<file path="config.mk">
export PLATFORM = sky130hd
export DESIGN_NAME = mp_irq_ctrl
export DESIGN_NICKNAME = d
export VERILOG_FILES = /design/src/rtl/irqc_pkg.sv /design/src/rtl/irqc_pend.sv /design/src/rtl/irqc_cpu.sv /design/src/rtl/irqc_regs.sv /design/src/rtl/mp_irq_ctrl.sv
export SDC_FILE = /design/constraint.sdc
export NUM_CORES = 1
export LEC_CHECK = 0
export ABC_AREA = 1
export CORE_MARGIN = 3
export CORE_UTILIZATION = 40
export CTS_BUF_LIST = sky130_fd_sc_hd__clkbuf_4 sky130_fd_sc_hd__clkbuf_8
export CTS_CLUSTER_DIAMETER = 30
export DETAILED_ROUTE_END_ITERATION = 16
export GPL_TIMING_DRIVEN = 0
export HOLD_SLACK_MARGIN = 0.12
export PLACE_DENSITY = 0.66
export SLEW_MARGIN = 20
export SYNTH_ARGS = -nofsm -noshare
export SYNTH_HDL_FRONTEND = slang
export SYNTH_SLANG_ARGS = --single-unit
export TNS_END_PERCENT = 1
</file>
<file path="constraint.sdc">
create_clock -name clk -period 3.27 [get_ports clk]
set_input_delay 0.8175 -clock clk [delete_from_list [all_inputs] [get_ports clk]]
set_output_delay 0.8175 -clock clk [all_outputs]
set_load 0.005 [all_outputs]
</file>
<file path="src/rtl/irqc_pkg.sv">
package irqc_pkg;

  localparam int NLINES = 32;
  localparam int NPRIM  = 16;

  // Lines that may ever become pending for a given extension setting.
  function automatic logic [31:0] line_mask(input int ext_line);
    logic [31:0] m;
    m = 32'h0000_FFFE;
    if (ext_line != 0) m = m | 32'hFFFF_0000;
    return m;
  endfunction

  // Highest set bit among 15..1, 0 when none.
  function automatic logic [3:0] prio_high(input logic [15:0] v);
    logic [3:0] r;
    r = '0;
    for (int i = 1; i < 16; i++)
      if (v[i]) r = 4'(i);
    return r;
  endfunction

  // Lowest set bit of an extended vector as {found, offset}.
  function automatic logic [4:0] pick_low(input logic [15:0] v);
    logic [4:0] r;
    r = '0;
    for (int i = 15; i >= 0; i--)
      if (v[i]) r = {1'b1, 4'(i)};
    return r;
  endfunction

  // Controller-select nibble of processor c, processor 0 at the top.
  function automatic logic [3:0] sel_nibble(input logic [31:0] w, input int c);
    return 4'(w >> (28 - 4 * c));
  endfunction

endpackage

</file>
<file path="src/rtl/irqc_pend.sv">
module irqc_pend
  import irqc_pkg::*;
#(
  parameter int EXT_LINE = 12
) (
  input  logic        clk,
  input  logic        rst_n,
  input  logic [31:0] line_i,
  input  logic [31:0] clr_i,
  output logic [31:0] pend_o,
  output logic [31:0] rise_o
);

  localparam logic [31:0] VALID = line_mask(EXT_LINE);

  logic [31:0] line_q;
  logic [31:0] pend_q;

  assign rise_o = line_i & ~line_q & VALID;
  assign pend_o = pend_q;

  always_ff @(posedge clk or negedge rst_n) begin
    if (!rst_n) begin
      line_q <= '0;
      pend_q <= '0;
    end else begin
      line_q <= line_i;
      pend_q <= (pend_q & ~clr_i) | rise_o;
    end
  end

endmodule

</file>
<file path="src/rtl/irqc_cpu.sv">
module irqc_cpu
  import irqc_pkg::*;
#(
  parameter int EXT_LINE = 12
) (
  input  logic        clk,
  input  logic        rst_n,
  input  logic [31:0] pend_i,
  input  logic        mask_we,
  input  logic [31:0] wdata,
  input  logic        ack_i,
  input  logic [3:0]  ack_lvl_i,
  output logic [31:0] mask_o,
  output logic [4:0]  id_o,
  output logic [3:0]  req_o,
  output logic [31:0] clr_o,
  output logic [4:0]  ext_pick_o
);

  localparam logic [31:0] VALID = line_mask(EXT_LINE);

  logic [31:0] mask_q;
  logic [4:0]  id_q;
  logic [4:0]  ext_pick;
  logic [15:0] shared_vec;
  logic [15:0] eff_vec;
  logic        ack_hit;
  logic        ack_shared;

  generate
    if (EXT_LINE != 0) begin : g_ext
      assign ext_pick   = pick_low(pend_i[31:16] & mask_q[31:16]);
      assign shared_vec = 16'(ext_pick[4]) << EXT_LINE;
      assign ack_shared = ack_i && (ack_lvl_i == 4'(EXT_LINE));
    end else begin : g_noext
      assign ext_pick   = '0;
      assign shared_vec = '0;
      assign ack_shared = 1'b0;
    end
  endgenerate

  assign eff_vec    = (pend_i[15:0] | shared_vec) & mask_q[15:0];
  assign req_o      = prio_high(eff_vec);
  assign ack_hit    = ack_i && (ack_lvl_i != 4'd0);
  assign mask_o     = mask_q;
  assign id_o       = id_q;
  assign ext_pick_o = ext_pick;

  always_comb begin
    clr_o = '0;
    if (ack_hit) clr_o[ack_lvl_i] = 1'b1;
    if (ack_shared && ext_pick[4]) clr_o[5'd16 + {1'b0, ext_pick[3:0]}] = 1'b1;
  end

  always_ff @(posedge clk or negedge rst_n) begin
    if (!rst_n) begin
      mask_q <= '0;
      id_q   <= '0;
    end else begin
      if (mask_we) mask_q <= wdata & VALID;
      if (ack_shared) id_q <= ext_pick;
    end
  end

endmodule

</file>
<file path="src/rtl/irqc_regs.sv">
module irqc_regs
  import irqc_pkg::*;
#(
  parameter int NCPU     = 2,
  parameter int EXT_LINE = 12,
  parameter int ADDR_W   = 8
) (
  input  logic                 clk,
  input  logic                 rst_n,
  input  logic                 sel,
  input  logic                 wr,
  input  logic [ADDR_W-1:0]    addr,
  input  logic [31:0]          wdata,
  input  logic [31:0]          pend_i,
  input  logic [NCPU*32-1:0]   mask_flat,
  input  logic [NCPU*5-1:0]    id_flat,
  output logic [31:0]          rdata_o,
  output logic [31:0]          clr_o,
  output logic [NCPU-1:0]      mask_we_o,
  output logic [31:0]          csel_o
);

  localparam logic [31:0] VALID  = line_mask(EXT_LINE);
  localparam int          A_PEND = 'h00;
  localparam int          A_CLR  = 'h01;
  localparam int          A_STAT = 'h02;
  localparam int          A_CSEL = 'h03;
  localparam int          A_MASK = 'h10;
  localparam int          A_ID   = 'h18;
  localparam logic [31:0] STATUS = {4'(NCPU - 1), 8'h00, 4'(EXT_LINE), 16'h0000};

  logic        wr_go;
  logic [31:0] csel_q;

  assign wr_go  = sel && wr;
  assign clr_o  = (wr_go && addr == ADDR_W'(A_CLR)) ? (wdata & VALID) : '0;
  assign csel_o = csel_q;

  for (genvar c = 0; c < NCPU; c++) begin : g_mwe
    assign mask_we_o[c] = wr_go && (addr == ADDR_W'(A_MASK + c));
  end

  always_ff @(posedge clk or negedge rst_n) begin
    if (!rst_n) csel_q <= '0;
    else if (wr_go && addr == ADDR_W'(A_CSEL)) csel_q <= wdata;
  end

  always_comb begin
    rdata_o = '0;
    if (addr == ADDR_W'(A_PEND)) rdata_o = pend_i;
    if (addr == ADDR_W'(A_STAT)) rdata_o = STATUS;
    if (addr == ADDR_W'(A_CSEL)) rdata_o = csel_q;
    for (int c = 0; c < NCPU; c++) begin
      if (addr == ADDR_W'(A_MASK + c)) rdata_o = mask_flat[32*c +: 32];
      if (addr == ADDR_W'(A_ID + c))   rdata_o = {27'b0, id_flat[5*c +: 5]};
    end
  end

endmodule

</file>
<file path="src/rtl/mp_irq_ctrl.sv">
module mp_irq_ctrl
  import irqc_pkg::*;
#(
  parameter int NCPU     = 2,
  parameter int EXT_LINE = 12,
  parameter int ADDR_W   = 8
) (
  input  logic                clk,
  input  logic                rst_n,
  input  logic [31:0]         irq_lines,
  input  logic                bus_sel,
  input  logic                bus_wr,
  input  logic [ADDR_W-1:0]   bus_addr,
  input  logic [31:0]         bus_wdata,
  output logic [31:0]         bus_rdata,
  input  logic [NCPU-1:0]     cpu_ack,
  input  logic [NCPU*4-1:0]   cpu_ack_lvl,
  output logic [NCPU*4-1:0]   cpu_req,
  output logic [NCPU*4-1:0]   cpu_csel
);

  logic [31:0]        pend_q;
  logic [31:0]        rise_w;
  logic [31:0]        bus_clr_w;
  logic [31:0]        clr_all_w;
  logic [NCPU-1:0]    mask_we_w;
  logic [NCPU*32-1:0] mask_flat_w;
  logic [NCPU*5-1:0]  id_flat_w;
  logic [NCPU*5-1:0]  pick_flat_w;
  logic [31:0]        csel_w;
  logic [31:0]        cpu_clr_w [NCPU];

  irqc_pend #(.EXT_LINE(EXT_LINE)) u_pend (
    .clk    (clk),
    .rst_n  (rst_n),
    .line_i (irq_lines),
    .clr_i  (clr_all_w),
    .pend_o (pend_q),
    .rise_o (rise_w)
  );

  irqc_regs #(.NCPU(NCPU), .EXT_LINE(EXT_LINE), .ADDR_W(ADDR_W)) u_regs (
    .clk       (clk),
    .rst_n     (rst_n),
    .sel       (bus_sel),
    .wr        (bus_wr),
    .addr      (bus_addr),
    .wdata     (bus_wdata),
    .pend_i    (pend_q),
    .mask_flat (mask_flat_w),
    .id_flat   (id_flat_w),
    .rdata_o   (bus_rdata),
    .clr_o     (bus_clr_w),
    .mask_we_o (mask_we_w),
    .csel_o    (csel_w)
  );

  for (genvar c = 0; c < NCPU; c++) begin : g_cpu
    irqc_cpu #(.EXT_LINE(EXT_LINE)) u_cpu (
      .clk        (clk),
      .rst_n      (rst_n),
      .pend_i     (pend_q),
      .mask_we    (mask_we_w[c]),
      .wdata      (bus_wdata),
      .ack_i      (cpu_ack[c]),
      .ack_lvl_i  (cpu_ack_lvl[4*c +: 4]),
      .mask_o     (mask_flat_w[32*c +: 32]),
      .id_o       (id_flat_w[5*c +: 5]),
      .req_o      (cpu_req[4*c +: 4]),
      .clr_o      (cpu_clr_w[c]),
      .ext_pick_o (pick_flat_w[5*c +: 5])
    );
    assign cpu_csel[4*c +: 4] = sel_nibble(csel_w, c);
  end

  always_comb begin
    clr_all_w = bus_clr_w;
    for (int c = 0; c < NCPU; c++) clr_all_w = clr_all_w | cpu_clr_w[c];
  end

endmodule

</file>
; ---- Yosys cells after proc, flatten, opt, wreduce, memory -nomap -nowiden
; Index checks and enable logic that the tools add are counted.
[word_totals]
out_inout_bits = 48
ff_bits = 168
wordCells = 141
inputBits = 86
[classes]
reduce_logical = 18
n_eq_ne = 9
muxes = 82
bitwise_logic = 15
n_addsub = 2
n_lt_le_gt_ge = 8
[op_table]
columns = cell, count
row1 = $mux 32, 10
row2 = $mux 5, 32
row3 = $or 32x32->32, 3
row4 = $and 16x16->16, 4
row5 = $and 32x32->32, 2
row6 = $mux 4, 16
row7 = $not 32->32, 2
row8 = $or 16x32->32, 2
row9 = $eq 8x5->1 const B, 4
row10 = $mux 16, 2
row11 = $or 16x13->16, 2
row12 = $mux 3, 8
row13 = $eq 8x2->1 const B, 2
row14 = $logic_and 1x1->1, 15
row15 = $lt 4x6->1 const B, 2
row16 = $lt 5x6->1 const B, 2
row17 = $add 5x4->5 const A, 2
row18 = $demux 1 s5, 2
row19 = $ge 5x1->1 const B, 2
row20 = $demux 1 s4, 2
row21 = $eq 4x4->1 const B, 2
row22 = $eq 8x1->1 const B, 1
row23 = $ge 4x1->1 const B, 2
row24 = $logic_not 8->1, 1
row25 = other kinds (3), 12

; ---- Depth between registers and ports, before layout
[logic_depth]
word_depth = 34
depth_mapped = 20
mapped_depth_nobuf = 20

; ---- Hierarchy
; A second synthesis with hierarchy kept.
[hier_totals]
cells_unflattened = 1267
area_unflattened_um2 = 9581.7
[by_module_without_submodules]
columns = mod, n_inst, cells_each, area_per_inst_um2
row1 = irqc_cpu, 2, 246, 2079.5
row2 = irqc_regs, 1, 426, 2691.3
row3 = irqc_pend, 1, 253, 2371.0
row4 = mp_irq_ctrl, 1, 96, 360.3

; ---- Least setup slack after synthesis
; OpenSTA, ideal clock, no wires.
[synth_path]
kind = input to output
start = in bus_addr[7]
end = out bus_rdata[21]
arrival_ns = 1.926
cell_stages = 9
required_ns = 2.453
n_path_buf = 2
slack_ns = 0.526
cell_sequence = nor2_1 inv_2 nor3_2 nand3_1 nor2_2 buf_4 buf_4 nand2_1 o2111ai_1
[synth_via]
elab_chain_cells = 8
word_cells_on_any_way = 14
classes_between = eq/ne (6) / mux (7) / reduce/logical (1)
[synth_lines]
columns = element, line
row1 = from (decl), mp_irq_ctrl.sv:13  ; input logic [ADDR_W-1:0] bus_addr,
row2 = $logic_not 8->1, irqc_regs.sv:50  ; if (addr == ADDR_W'(A_PEND)) rdata_o = pend_i;
row3 = $mux 32, irqc_regs.sv:50
row4 = $mux 32, irqc_regs.sv:51  ; if (addr == ADDR_W'(A_STAT)) rdata_o = STATUS;
row5 = $mux 32, irqc_regs.sv:52  ; if (addr == ADDR_W'(A_CSEL)) rdata_o = csel_q;
row6 = $mux 32, irqc_regs.sv:54  ; if (addr == ADDR_W'(A_MASK + c)) rdata_o = mask_flat[32*c +: 32];
row7 = $mux 32, irqc_regs.sv:55  ; if (addr == ADDR_W'(A_ID + c)) rdata_o = {27'b0, id_flat[5*c +: 5]};
row8 = $mux 32, irqc_regs.sv:54
row9 = $mux 32 *, irqc_regs.sv:55
row10 = to (decl), mp_irq_ctrl.sv:15  ; output logic [31:0] bus_rdata,
; Every way passes the cells marked *; elsewhere a longest branch is shown, timed or not.

; ---- Worst setup path in the final report
[layout_path]
start = reg u_pend.pend_q[29] (netlist: u_pend.pend_o[29])
end = out cpu_req[3]
[layout_via]
elab_chain_cells = 21
[layout_lines]
columns = element, line
row1 = from (decl), irqc_pend.sv:17  ; logic [31:0] pend_q;
row2 = from (signal assigned), irqc_pend.sv:28  ; pend_q <= (pend_q & ~clr_i) | rise_o;
row3 = $and 16x16->16, irqc_cpu.sv:32  ; assign ext_pick = pick_low(pend_i[31:16] & mask_q[31:16]);
row4 = $mux 5 (14 in a row), irqc_pkg.sv:28  ; if (v[i]) r = {1'b1, 4'(i)};
row5 = $or 16x13->16, irqc_cpu.sv:42  ; assign eff_vec = (pend_i[15:0] | shared_vec) & mask_q[15:0];
row6 = $and 16x16->16, irqc_cpu.sv:42
row7 = $mux 4 (4 in a row), irqc_pkg.sv:19  ; if (v[i]) r = 4'(i);
row8 = to (decl), mp_irq_ctrl.sv:18  ; output logic [NCPU*4-1:0] cpu_req,
; No other way between the ends.

==> results.py <==
metrics = {
    "synth": {
        "synthDominantCellAreaShare_pct": 50.26,
        "ys_seq_area_share_pct": 50.26,
        "synthFlopType": "dfrtp_1",
        "yosys.area.top_type": "dfrtp_1",
        "synth_fp_nets": 1167,
        "yosys_warnings": 0,
        "yosys-top-cells-count": "397 x nand2_1, 167 x dfrtp_1, 105 x o21ai_1",
        "synthesis.instances": 1081,
        "synthTopCellsByArea": "dfrtp_1 50%, nand2_1 18%, o21ai_1 6.3%",
        "synth_area_um2": 8314,
        "yosysMostFrequentCell": "nand2_1",
        "syn_area_per_cell_um2": 7.691,
        "ys_async_sr_fraction_pct": 100.0,
        "ys_ff_latch": 167,
        "synth-edff-count": 0,
        "synthDistinctLibCells": 34,
    },
    "timing": {
        "finClkSkew_ns": 0.01263,
        "slew_viol_final": 0,
        "max_freq_mhz": 303.5,
        "fin_ws_ns": -0.02441,
        "final.setup.tns_ns": -0.02441,
        "max_slew_margin_pct": 55.49,
        "rsz0062_at_grt": "true",
        "fin_crit_sh_pct": 100.7,
        "tightest_slew_ns": 0.6676,
        "fin_crit_ns": 3.294,
        "hold_viol": 0,
        "setup_viol_count_final": 1,
    },
    "route": {
        "first_pass_iters": 5,
        "top_layer": "met4",
        "ant_nets": 0,
        "wirelength_met1_mm": 11.98,
        "wl_mm": 27.86,
        "met2_length_mm": 12.33,
        "dr.first_iter.drc_count": 752,
        "wl_met3_mm": 2.753,
        "viasPerCell": 5.323,
        "drc": 0,
        "wl_per_cell_um": 18.05,
        "vias": 8213,
    },
    "finish": {
        "syn_to_final_growth_pct": 33.57,
        "layout-drive-gt1-share_pct": 15.16,
        "final_area_um2": 11110,
        "num-fill-cells": 1886,
        "num_antenna_cells": 0,
        "nets": 1346,
    },
    "critical_path": {
        "r2r_slack_ns": 1.28,
        "worstSetupPathType": "flop to primary output",
        "critPathBufInv": 1,
        "worstPathArrival_ns": 2.48,
        "cpMaxStageDelayCell": "clkdlybuf4s50_1",
        "critPathMaxStageDelay_ns": 0.46,
        "cp_cell_sequence": "nand2_1, nand2_1, nor2_2, nand2_2, o31ai_4, nand2_2, nor2_4, nand2_1, clkdlybuf4s50_1",
        "crit_required_ns": 2.45,
        "cp-end-kind": "primary output",
        "critical-path-top-delay-family": "simple AND/OR/NAND/NOR gates",
        "critPathMaxFanout": 4,
        "cp-start-kind": "flop",
        "crit_path_frequent_cell": "nand2_1",
    },
    "clock_tree": {
        "htreeDepth": 4,
        "numCtsBuffers": 17,
        "postCtsHoldBufs": 0,
        "clk_latency_ns": 0.48,
        "clkTransAtPathRegs_ns": 0.09,
        "clock-sinks": 167,
        "cts_buffer_depth": 2,
        "cts_tree": "done",
        "cts-root-buf": "clkbuf_8",
    },
    "global_route": {
        "grt_max_degree": 70,
        "antenna_found_initial": 0,
        "grt.total_usage_pct": 24.85,
        "grt_overflow": 0,
        "grt_pass1_vias": 8023,
        "grt_pass1_wl_mm": 43.04,
    },
    "floorplan": {
        "core_area_um2": 20300,
        "start_util_pct": 40.96,
        "fp-row-count": 52,
        "die_y_um": 150.2,
        "io_pins": 134,
        "dieArea_um2": 22550,
        "dieWidth_um": 150.2,
    },
    "status": {
        "failed_checks": "setup timing",
        "status": "complete, but fails checks",
    },
    "power_and_ir_drop": {
        "peakVddDrop_mv": 0.2704,
        "p_leak_uw": 0.005479,
        "powerDensity_nw_per_um2": 424.0,
    },
    "place": {
        "port_buffers": 132,
        "routabilityCongestion": 0.9616,
        "dpl_cell_area_um2": 10030,
        "post-dp-hpwl_mm": 20.08,
    },
    "job": {
        "drv_cap": 0,
    },
    "worst_hold_path": {
        "hold_class": "input port to asynchronous set/reset pin",
    },
}
## cells by family (layout without fill, tap and decap cells)
logic type | Yosys count | in the layout | synth area share (%)
flip-flops | 167 | 167 | 50.26
buffers and inverters | 156 | 348 | 7.765
AO/OA/AOI/OAI | 201 | 201 | 14.00
multiplexers | 1 | 1 | 0.1354
AND/OR/NAND/NOR | 556 | 556 | 27.84
## layer usage
metal	track usage, %	vias to the layer above
met5	0	-
met2	36.92	378
met1	34.95	3899
met4	8.920	0
li1	-	3883
met3	6.893	53
## cells in the final DEF (no fill, tap or decap), types with 22 or more instances in the layout
master / count
nand2_1: 377
dfrtp_1: 166
o21ai_1: 106
inv_1: 101
clkdlybuf4s50_1: 87
nor2_1: 46
nand3_1: 44
buf_2: 35
nand4_1: 27
o21ai_0: 25
buf_4: 23
a21oi_1: 22
## metrics by stage
step / hold WS [ns] / utilization (%) / std cells / power (µW) / setup slack [ns]
global route: 0.2291 / 54.71 / 1543 / 4880 / -0.1153
CTS: 0.2172 / 54.28 / 1542 / 4704 / -0.04832
finish: 0.2228 / 54.71 / 1543 / 4709 / -0.02441
global placement: 0.3941 / 49.13 / 1483 / 2835 / -5.655
floorplan: 0.3919 / - / 1081 / 2519 / 0.5261
detailed placement: 0.4022 / 49.43 / 1485 / 2852 / -1.049
## power by group
part	switching, µW	internal (µW)
Sequential	77.9	2160
Combinational	369	251
Clock	790	1070
## flip-flops by register name (all words and copies together), names as in the netlist
name,count
u_pend.pend_o,32
u_regs.csel_o,32
u_pend.line_q,31
g_cpu.u_cpu.id_o,10
g_cpu.u_cpu.mask_o,62
## layout make-up
class / instances / area [µm²] / share of cell area, %
repair buffers: 160 / 1539 / 13.86
plain buffers: 43 / 340.3 / 3.064
clock inverters: 14 / 254.0 / 2.287
multi-input cells: 758 / 3779 / 34.02
inverters: 113 / 434.2 / 3.909
flip-flops and latches: 167 / 4180 / 37.64
well taps: 270 / 337.8 / 3.042
clock buffers: 18 / 241.5 / 2.174
## final timing paths
path,cells past startpoint,startpoint,end
hold / removal,1,rst_n,u_regs.csel_o[27]
max in group asynchronous,2,rst_n,g_cpu[1].u_cpu.id_o[2]
min in group clk,1,u_pend.line_q[15],u_pend.pend_o[15]
hold reg to reg,1,u_pend.line_q[15],u_pend.pend_o[15]
setup / recovery,9,u_pend.pend_o[29],cpu_req[3]
setup reg to reg,11,u_pend.pend_o[31],u_pend.pend_o[19]
## worst register-to-register path: cells and delay by family (launching register included)
| kind | cells | cell delay, ns |
|---|---|---|
| flip-flops | 1 | 0.39 |
| buffers and inverters | 1 | 0.24 |
| AO/OA/AOI/OAI | 2 | 0.25 |
| AND/OR/NAND/NOR | 8 | 1.01 |
## what timing repair did
item                       in CTS  in global routing
setup buffers                  22                  1
cloned                          3                  0
setup endpoints to repair      40                 38
resized for setup             207                 35
pin swaps                      29                 19
No activity file was read; power rests on OpenSTA's default activity.
